===== src/rtl/issue_pair_pkg.sv =====
package issue_pair_pkg;

    localparam int unsigned GRP_W   = 3;
    localparam int unsigned N_GRP   = 1 << GRP_W;
    localparam int unsigned KIND_W  = 3;

    typedef enum logic [GRP_W-1:0] {
        GRP_MT   = 3'd0,
        GRP_EX   = 3'd1,
        GRP_BR   = 3'd2,
        GRP_LS   = 3'd3,
        GRP_FE   = 3'd4,
        GRP_SOLO = 3'd5,
        GRP_RSV6 = 3'd6,
        GRP_RSV7 = 3'd7
    } grp_e;

    typedef enum logic [KIND_W-1:0] {
        LK_SINGLE = 3'd0,
        LK_RETURN = 3'd1,
        LK_EXCRET = 3'd2,
        LK_CALL   = 3'd3,
        LK_PRMOVE = 3'd4
    } lock_kind_e;

    typedef struct packed {
        logic             valid;
        logic [GRP_W-1:0] grp;
    } slot_t;

    // Any code at or above SOLO takes both decode slots.
    function automatic logic is_solo(input logic [GRP_W-1:0] g);
        return g >= GRP_SOLO;
    endfunction

    // Do two groups contend for one shared resource in the same cycle?
    function automatic logic groups_conflict(input logic [GRP_W-1:0] a,
                                             input logic [GRP_W-1:0] b);
        logic int_a, int_b, adr_a, adr_b, lsp_a, lsp_b, fp_a, fp_b;
        if (is_solo(a) || is_solo(b))
            return 1'b1;
        // integer unit: EX, and BR in its execute stage
        int_a = (a == GRP_EX) || (a == GRP_BR);
        int_b = (b == GRP_EX) || (b == GRP_BR);
        // branch adder / load-store port at issue
        adr_a = (a == GRP_BR) || (a == GRP_LS);
        adr_b = (b == GRP_BR) || (b == GRP_LS);
        lsp_a = (a == GRP_LS);
        lsp_b = (b == GRP_LS);
        fp_a  = (a == GRP_FE);
        fp_b  = (b == GRP_FE);
        // EX with EX/BR, BR with BR/LS, LS with LS, FE with FE
        if (int_a && int_b)
            return 1'b1;
        if ((a == GRP_BR && adr_b) || (b == GRP_BR && adr_a))
            return 1'b1;
        if (lsp_a && lsp_b)
            return 1'b1;
        return fp_a && fp_b;
    endfunction

endpackage


===== src/rtl/pair_rules.sv =====
module pair_rules
    import issue_pair_pkg::*;
(
    input  logic [GRP_W-1:0] grp_old,
    input  logic [GRP_W-1:0] grp_young,
    output logic             pair_ok
);

    logic [N_GRP*N_GRP-1:0] ok_tbl;

    for (genvar a = 0; a < N_GRP; a++) begin : g_row
        for (genvar b = 0; b < N_GRP; b++) begin : g_col
            assign ok_tbl[a*N_GRP + b] =
                !groups_conflict(GRP_W'(a), GRP_W'(b));
        end
    end

    assign pair_ok = ok_tbl[{grp_old, grp_young}];

endmodule


===== src/rtl/lock_timer.sv =====
module lock_timer
    import issue_pair_pkg::*;
#(
    parameter int unsigned LEN_RETURN = 2,
    parameter int unsigned LEN_EXCRET = 5,
    parameter int unsigned LEN_CALL   = 16,
    parameter int unsigned LEN_PRMOVE = 2
) (
    input  logic              clk,
    input  logic              rst,
    input  logic              load,
    input  logic [KIND_W-1:0] kind,
    output logic              busy
);

    localparam int unsigned MAX_A   = (LEN_RETURN > LEN_EXCRET) ? LEN_RETURN : LEN_EXCRET;
    localparam int unsigned MAX_B   = (LEN_CALL > LEN_PRMOVE) ? LEN_CALL : LEN_PRMOVE;
    localparam int unsigned MAX_LEN = (MAX_A > MAX_B) ? MAX_A : MAX_B;
    localparam int unsigned CW      = $clog2(MAX_LEN + 1);

    localparam logic [CW-1:0] X_RETURN = CW'(LEN_RETURN - 1);
    localparam logic [CW-1:0] X_EXCRET = CW'(LEN_EXCRET - 1);
    localparam logic [CW-1:0] X_CALL   = CW'(LEN_CALL - 1);
    localparam logic [CW-1:0] X_PRMOVE = CW'(LEN_PRMOVE - 1);

    logic [CW-1:0] remain_q;
    logic [CW-1:0] extra;

    // Cycles still blocked after the issue cycle.
    always_comb begin
        unique case (kind)
            LK_RETURN: extra = X_RETURN;
            LK_EXCRET: extra = X_EXCRET;
            LK_CALL:   extra = X_CALL;
            LK_PRMOVE: extra = X_PRMOVE;
            default:   extra = '0;
        endcase
    end

    always_ff @(posedge clk) begin
        if (rst)
            remain_q <= '0;
        else if (remain_q != '0)
            remain_q <= remain_q - 1'b1;
        else if (load)
            remain_q <= extra;
    end

    assign busy = (remain_q != '0);

endmodule


===== src/rtl/issue_pair_ctrl.sv =====
module issue_pair_ctrl
    import issue_pair_pkg::*;
#(
    parameter int unsigned LEN_RETURN = 2,
    parameter int unsigned LEN_EXCRET = 5,
    parameter int unsigned LEN_CALL   = 16,
    parameter int unsigned LEN_PRMOVE = 2
) (
    input  logic       clk,
    input  logic       rst,
    input  logic       slot0_valid,
    input  logic [2:0] slot0_group,
    input  logic [2:0] slot0_lock,
    input  logic       slot1_valid,
    input  logic [2:0] slot1_group,
    output logic       issue0,
    output logic       issue1,
    output logic       stall
);

    slot_t old_s, young_s;
    logic  pair_ok;
    logic  locked;
    logic  start_lock;

    assign old_s   = '{valid: slot0_valid, grp: slot0_group};
    assign young_s = '{valid: slot1_valid, grp: slot1_group};

    pair_rules u_rules (
        .grp_old   (old_s.grp),
        .grp_young (young_s.grp),
        .pair_ok   (pair_ok)
    );

    lock_timer #(
        .LEN_RETURN (LEN_RETURN),
        .LEN_EXCRET (LEN_EXCRET),
        .LEN_CALL   (LEN_CALL),
        .LEN_PRMOVE (LEN_PRMOVE)
    ) u_lock (
        .clk  (clk),
        .rst  (rst),
        .load (start_lock),
        .kind (slot0_lock),
        .busy (locked)
    );

    assign issue0     = old_s.valid && !locked;
    assign issue1     = issue0 && young_s.valid && pair_ok;
    assign start_lock = issue0 && is_solo(old_s.grp);
    assign stall      = locked;

endmodule


===== config.mk =====
export PLATFORM = sky130hd
export DESIGN_NAME = issue_pair_ctrl
export DESIGN_NICKNAME = d
export VERILOG_FILES = /design/src/rtl/issue_pair_pkg.sv /design/src/rtl/pair_rules.sv /design/src/rtl/lock_timer.sv /design/src/rtl/issue_pair_ctrl.sv
export SDC_FILE = /design/constraint.sdc
export NUM_CORES = 1
export LEC_CHECK = 0
export BUFFER_PORTS_ARGS = -buffer_cell sky130_fd_sc_hd__buf_2
export CORE_AREA = 2 2 39 41
export CTS_BUF_LIST = sky130_fd_sc_hd__clkbuf_8
export DETAILED_ROUTE_END_ITERATION = 8
export DIE_AREA = 0 0 41 43
export MAX_ROUTING_LAYER = met4
export PLACE_DENSITY_LB_ADDON = 0.25
export SLEW_MARGIN = 30
export SYNTH_ARGS = -nofsm -noshare
export SYNTH_HDL_FRONTEND = slang
export SYNTH_HIERARCHICAL = 1
export SYNTH_SLANG_ARGS = --single-unit

===== constraint.sdc =====
create_clock -name clk -period 2.7 [get_ports clk]
set_input_delay 0.135 -clock clk [delete_from_list [all_inputs] [get_ports clk]]
set_output_delay 0.135 -clock clk [all_outputs]
set_load 0.02 [all_outputs]

==> results.txt, run 1 <==
----------------------------------------------------
[Place]
  HPWL reported at the end of detailed placement ... around 620 um
  Dpl cell area ... approximately 450 um^2
  PortBufs ... 15
  Routability congestion estimate ... 0.735
  Post-Place Cells ... 75

[Layout]
  Register bank with the most flops ... u_lock/remain_q
  Post-layout net count ... just under 80
  Post-route insts no fill ... 79
  Largest regs ... u_lock/remain_q (5)
  Number of flip-flops in the largest register ... 5
  Final antenna diode count ... 0
  Area added between synthesis and finish ... 37.5%
  Share of post-route cells with drive strength above 1 ... 31.7%
  Cell area after layout ... 495 um^2

[Synth]
  Post-synth top area share ... ~28%
  Synthesized instance count ... 45
  Synth unique cells ... 24
  Yosys warnings ... 6
  Net count of the mapped netlist ... 60
  Top area cells in the synthesized netlist ... sky130_fd_sc_hd__dfxtp_1, sky130_fd_sc_hd__ha_1, sky130_fd_sc_hd__inv_1, sky130_fd_sc_hd__nor2_1, sky130_fd_sc_hd__o41ai_2
  Flip-flop and latch count after synthesis ... 5
  Portion of the post-synthesis area used by sequential elements ... 27.8%
  Mean instance size in the synthesized netlist ... about 8.0 um^2
  Most area-hungry cell type in the Yosys netlist ... sky130_fd_sc_hd__dfxtp_1
  Synthesized cell area ... 360 um^2

[Route]
  Remaining design rule violation count ... 0
  Average via count per standard cell ... roughly 4.7
  Number of DRC violations after detailed-routing iteration 0 ... 9
  Total length of routed wires ... 757 um
  Total number of vias ... 372
  Wirelength per Cell ... around 9.6 um
  Number of iterations in the first detailed-routing pass ... 4
  Number of nets still failing antenna checks after routing ... 0

[Global routing]
  Wire length of the first global-routing pass ... about 1300 um
  Total global-route track usage ... 11.2%
  Vias in the first global route ... 320
  Overflow left after global routing ... 0
  Pin count of the biggest net entering global routing ... 9
  Number of antenna violations at the first check in global routing ... 0

[CTS]
  Clock insertion delay at the later pin of the skew report ... 0.22 ns
  Post-CTS clock slew at the launch and capture registers of the worst setup and hold paths ... about 0.040 ns
  Number of clock sinks ... 5
  CTS tree ... built
  Hold-fix buffers at CTS ... 0
  Resize count post-CTS ... 0
  Clock Path Buffers ... 2
  TritonCTS buffer count ... 3
  Number of buffers added for setup after CTS ... 0
  Clock tree root driver cell ... sky130_fd_sc_hd__clkbuf_8
  Clock H-tree levels ... 1

[Die]
  Top Ports ... 16
  Die area ... between 1500 and 2000 um^2
  Horiz. Die Dim ... a little over 40 um
  Core Area ... approximately 1400 um^2
  Initial Utilization ... between 20% and 30%
  Standard-cell rows ... 14
  Vertical die dimension ... 43 um

[Worst setup path]
  Type of origin of the critical path ... register
  Maximum fanout along the worst path ... 8
  Endpoint kind of the worst setup timing path ... register
  Length in cells of the worst reg-to-reg path ... 8
  Critical path class ... reg -> reg
  Arrival time at the worst endpoint ... 2.30 ns
  Data required time at the worst endpoint ... 2.83 ns

[Timing]
  Worst slew pin tran ... 0.324 ns
  Total of endpoints with negative setup slack in the final report ... 0
  Count of endpoints failing hold in the final timing report ... 0
  Headroom to the max-slew limit ... 78.4%
  Period Utilization, post-route ... 80.2%
  Setup repair after global routing missed its margin ... false
  Final count of pins violating max slew ... 0
  Setup total negative slack ... 0 ns
  Final worst path period need ... around 2.2 ns
  Maximum clock skew at final layout ... a little under 0.005 ns
  Timing-limited maximum frequency ... roughly 460 MHz

[Pwr]
  Peak VDD IR ... 0.460 mV
  Total leakage power ... 0.254 nW
  Ratio of total power to cell area ... 987 nW/um^2

[Run status]
  Result of the run ... complete, no violations

[Min path]
  Number of stages on the worst hold path ... 2
  Worst min path class ... in -> reg

[Job]
  Max-capacitance violation count ... 0

----------------------------------------------------
layout by cell type, fill, tap and decap left out, drive strengths merged:
cell type  count
and3           1
a21oi          3
nor2b          2
nor2           5
and2b          1
clkbuf         3
ha             2
o41ai          1
or4b           1
o31ai          1
buf           15
nand2b         2
a221oi         1
a31oi          2
a211oi         2
xnor2          1
nor3           2
inv            7
o21ai          1
and3b          1
o211a          1
nand2          2
dfxtp          5
or2b           1
synthesized netlist by cell type (all sizes together):
cell	count
inv	6
dfxtp	5
nor2	5
a21oi	3
a211oi	2
a31oi	2
ha	2
nand2	2
nand2b	2
nor2b	2
nor3	2
a221oi	1
and2b	1
and3	1
and3b	1
buf	1
o211a	1
o21ai	1
o31ai	1
o41ai	1
or2b	1
or4b	1
xnor2	1
final timing paths:
kind,startpoint,to,slack [ns]
max,u_lock/remain_q[0]$_SDFFE_PP0P_,u_lock/remain_q[1]$_SDFFE_PP0P_,0.53
min,rst,u_lock/remain_q[2]$_SDFFE_PP0P_,0.16
max reg2reg,u_lock/remain_q[0]$_SDFFE_PP0P_,u_lock/remain_q[1]$_SDFFE_PP0P_,0.53
min reg2reg,u_lock/remain_q[4]$_SDFFE_PP0P_,u_lock/remain_q[4]$_SDFFE_PP0P_,0.44
layer usage:
layer  track usage (%)  wire length (um)
met5                 -                 0
met4              10.0                18
met3              3.14                53
met2              14.1               341
met1              13.8               343
through the flow:
step           power (mW)  worst slack, ns  util [%]  hold slack [ns]
2_1_floorplan       0.303            0.612         -            0.204
3_3_place_gp        0.359            0.527      32.5            0.381
3_5_place_dp        0.359            0.508      32.5            0.390
4_1_cts             0.499            0.501      35.8            0.159
5_1_grt             0.538            0.350      35.8            0.167
6_report            0.489            0.534      35.8            0.156
area by class of cell:
| type | instances | area, um^2 |
|---|---|---|
| Clock inverter | 1 | 3.75 |
| Fill cell | 147 | 888 |
| Timing Repair Buffer | 15 | 75.1 |
| Inverter | 6 | 22.5 |
| Multi-Input combinational cell | 33 | 233 |
| Clock buffer | 3 | 41.3 |
| Sequential cell | 5 | 100 |
| Tap cell | 16 | 20.0 |
worst max-delay path, cell delays in order, from the launching register on:
cell	delay, ns
sky130_fd_sc_hd__dfxtp_1	0.33
sky130_fd_sc_hd__inv_1	0.06
sky130_fd_sc_hd__ha_1	0.19
sky130_fd_sc_hd__or4b_1	0.63
sky130_fd_sc_hd__nor2b_4	0.18
sky130_fd_sc_hd__o211a_1	0.18
sky130_fd_sc_hd__and3b_1	0.17
sky130_fd_sc_hd__a21oi_1	0.09
sky130_fd_sc_hd__a221oi_1	0.24
where the power goes:
part / switching (mW) / total [mW] / internal (mW)
sequential: 0.0241 / 0.125 / 0.101
combinational: 0.129 / 0.229 / 0.101
clock: 0.0372 / 0.135 / 0.0975
total: 0.190 / 0.489 / 0.299
logic make-up (layout without fill, tap and decap cells):
family | after synthesis | in the layout | share of synthesized area [%]
xor gates and xnor gates | 1 | 1 | 2.43
buffers and inverters | 7 | 25 | 7.64
DFF | 5 | 5 | 27.8
adders and majority gates | 2 | 2 | 6.94
AOI/OAI and AO/OA | 12 | 12 | 25.0
and+or+nand+nor | 18 | 18 | 30.2
(Power assumes the default switching activity.)
==> run 2, diff against run 1 <==
==> constraint.sdc (replaced) <==
create_clock -name clk -period 1.8 [get_ports clk]
set_input_delay 0.09 -clock clk [delete_from_list [all_inputs] [get_ports clk]]
set_output_delay 0.09 -clock clk [all_outputs]
set_load 0.02 [all_outputs]
==> run 2 against run 1 <==
The flow now finishes with violations (negative setup slack). Final area is 22% higher. Global-route usage is 0.59 points higher. Die area stayed put. First-iteration DRC count is 67% lower. Maximum frequency is 20% higher. Clock-buffer cell count stayed put. Critical path depth stayed put. Largest cell class unchanged. Non-clock buffer count is 9 higher. Register-to-register slack worse by 0.54 ns. Clock power is 52% higher. Total power is 89% higher. Clock skew is 0.0021 ns lower.
==> results.txt, run 2 (same netlist as run 1, synthesis figures left out) <==
----------------------------------------------------
[Worst setup path]
  Cell chain of the critical path ... inv_2, ha_4, or4b_4, nor2b_4, o211a_1, and3b_1, a21oi_2, a221oi_2
  Critical path class ... reg -> reg
  Library cell contributing the largest single delay on the critical path ... sky130_fd_sc_hd__or4b_4
  Data required time at the worst endpoint ... 1.93 ns (-0.90 ns)
  Cell type group with the largest total delay on the critical path ... simple AND/OR/NAND/NOR gates
  Source of the worst register-to-register timing path ... u_lock/remain_q[0]$_SDFFE_PP0P_
  Endpoint kind of the worst setup timing path ... register
  Slowest stage delay, CP ... 0.47 ns (-0.16 ns)
  Bufs and invs on worst path ... 1 (unchanged)
  Type of origin of the critical path ... register
  Maximum fanout along the worst path ... 2 (-6)
  Critical register-to-register path endpoint ... u_lock/remain_q[1]$_SDFFE_PP0P_
  Length in cells of the worst reg-to-reg path ... 8 (unchanged)
  Arrival time at the worst endpoint ... 1.94 ns (-0.36 ns)
  Slack of the worst reg-to-reg path ... -0.009 ns (-0.54 ns)

[Route]
  Average via count per standard cell ... 4.47 (-5.2%)
  Number of DRC violations after detailed-routing iteration 0 ... 3 (-6)
  Number of nets still failing antenna checks after routing ... 0 (unchanged)
  Remaining design rule violation count ... 0 (unchanged)
  Total number of vias ... 393 (+5.6%)
  Number of iterations in the first detailed-routing pass ... 4 (unchanged)
  Total length of routed wires ... 867 um (+15%)
  Wirelength per Cell ... 9.85 um (+2.8%)

[Layout]
  Post-layout net count ... 88 (+11%)
  Largest regs ... u_lock/remain_q (5)
  Register bank with the most flops ... u_lock/remain_q
  Number of flip-flops in the largest register ... 5 (unchanged)
  Most common cell after layout, fill and taps aside ... sky130_fd_sc_hd__buf_2
  Area added between synthesis and finish ... 68.4%
  Leading cell types in the layout, fill and taps excluded ... sky130_fd_sc_hd__buf_2, sky130_fd_sc_hd__buf_4, sky130_fd_sc_hd__inv_1, sky130_fd_sc_hd__nor2_1, sky130_fd_sc_hd__dfxtp_1
  Final antenna diode count ... 0 (unchanged)
  Share of post-route cells with drive strength above 1 ... 52.8% (+21 points)

[Timing]
  Timing-limited maximum frequency ... 553 MHz (+20%)
  Worst slew pin tran ... 0.218 ns (-0.106 ns)
  Count of endpoints failing hold in the final timing report ... 0 (unchanged)
  Final count of pins violating max slew ... 0 (unchanged)
  Total of endpoints with negative setup slack in the final report ... 2 (+2)
  Maximum clock skew at final layout ... 0.00272 ns (-0.00212 ns)
  Period Utilization, post-route ... 101% (+20 points)
  Headroom to the max-slew limit ... 85.4% (+6.9 points)
  Final worst hold slack ... 0.123 ns (-0.0332 ns)
  Final worst path period need ... 1.81 ns (-0.357 ns)
  Setup repair after global routing missed its margin ... true
  Slack of the critical path ... -0.00905 ns (-0.543 ns)

[Die]
  Core Area ... 1380 um^2 (unchanged)
  Top Ports ... 16 (unchanged)
  Initial Utilization ... 26.0% (unchanged)
  Die area ... 1760 um^2 (unchanged)
  Horiz. Die Dim ... 41 um (unchanged)
  Vertical die dimension ... 43 um (unchanged)
  Standard-cell rows ... 14 (unchanged)

[CTS]
  Clock insertion delay at the later pin of the skew report ... 0.22 ns (about the same)
  Clock tree root driver cell ... sky130_fd_sc_hd__clkbuf_8
  Number of buffers added for setup after CTS ... 0 (unchanged)
  CTS tree ... built
  TritonCTS buffer count ... 3 (unchanged)
  Number of clock sinks ... 5 (unchanged)
  Hold-fix buffers at CTS ... 0 (unchanged)
  Clock Path Buffers ... 2 (unchanged)
  Post-CTS clock slew at the launch and capture registers of the worst setup and hold paths ... 0.04 ns (about the same)
  Clock H-tree levels ... 1 (unchanged)

[Min path]
  Worst Hold Launch ... rst
  Number of stages on the worst hold path ... 2 (unchanged)
  Worst min path class ... in -> reg
  Hold EP ... u_lock/remain_q[1]$_SDFFE_PP0P_

[Run status]
  Result of the run ... finished with violations
  Violated checks ... negative setup slack

[Global routing]
  Vias in the first global route ... 369 (+15%)
  Number of antenna violations at the first check in global routing ... 0 (unchanged)
  Overflow left after global routing ... 0 (unchanged)
  Wire length of the first global-routing pass ... 1340 um (+6.6%)
  Total global-route track usage ... 11.8% (+0.59 points)
  Pin count of the biggest net entering global routing ... 8 (-1)

[Place]
  PortBufs ... 15 (unchanged)
  Placement Setup Slack ... -0.0700 ns (-0.578 ns)
  Routability congestion estimate ... 0.721 (-1.9%)
  HPWL reported at the end of detailed placement ... 696 um (+13%)

[Pwr]
  Peak VDD IR ... 0.761 mV (+66%)
  Total leakage power ... 0.301 nW (+19%)
  Final Total Pwr ... 0.924 mW (+89%)
  Ratio of total power to cell area ... 1520 nW/um^2 (+54%)

[Job]
  Max-capacitance violation count ... 0 (unchanged)

----------------------------------------------------
==> run 2: report_power, final <==
part | total, mW | leakage [nW] | switching (mW) | internal, mW
Clock | 0.205 | 0.0269 | 0.0586 | 0.147
Combinational | 0.545 | 0.233 | 0.255 | 0.289
Sequential | 0.174 | 0.0416 | 0.0207 | 0.153
==> run 2: routing by layer <==
| metal | wire length, um | vias to the layer above | track usage (%) |
|---|---|---|---|
| met5 | 0 | - | - |
| met4 | 9 | 0 | 8.00 |
| met3 | 35 | 2 | 3.14 |
| met2 | 437 | 9 | 17.5 |
| met1 | 385 | 170 | 13.1 |
| li1 | - | 212 | - |
==> run 2: through the flow <==
stage	instance area [um^2]	cells	setup TNS [ns]	util, %
finish	607	88	-0.0145	43.9
global placement	544	84	-0.0596	39.3
floorplan	397	45	-0.645	-
detailed placement	544	84	-0.0809	39.3
global route	607	88	-0.298	43.9
CTS	598	88	-0.0578	43.2
==> run 2: worst max-delay path by stage <==
stage,slack (ns),start,cells past startpoint,end
floorplan,-0.24,u_lock/remain_q[0]$_SDFFE_PP0P_,9,u_lock/remain_q[1]$_SDFFE_PP0P_
global placement,-0.06,u_lock/remain_q[0]$_SDFFE_PP0P_,8,u_lock/remain_q[1]$_SDFFE_PP0P_
detailed placement,-0.07,u_lock/remain_q[0]$_SDFFE_PP0P_,8,u_lock/remain_q[1]$_SDFFE_PP0P_
CTS,-0.04,u_lock/remain_q[0]$_SDFFE_PP0P_,8,u_lock/remain_q[1]$_SDFFE_PP0P_
global route,-0.10,u_lock/remain_q[0]$_SDFFE_PP0P_,8,u_lock/remain_q[1]$_SDFFE_PP0P_
finish,-0.009,u_lock/remain_q[0]$_SDFFE_PP0P_,8,u_lock/remain_q[1]$_SDFFE_PP0P_
==> run 2: worst register-to-register path, delay by kind of cell, from the launching register on <==
family | cells | cell delay, ns
adders and majority gates | 1 | 0.13
AOI/OAI and AO/OA | 3 | 0.43
and+or+nand+nor | 3 | 0.79
DFF | 1 | 0.32
buffers and inverters | 1 | 0.06
==> run 2: layout make-up <==
type                    instances  area, um^2
clock buffers                   3        41.3
clock inverters                 1        3.75
fillers                       148         777
inverters                       6        22.5
multi-input cells              33         269
flip-flops and latches          5         101
well taps                      16        20.0
repair buffers                 24         149
==> run 2: timing repair <==
action / in CTS / in global routing
resized for setup: 2 / 2
pin swaps: 3 / 2
cloned: 0 / 0
endpoints found under the setup margin: 3 / 5
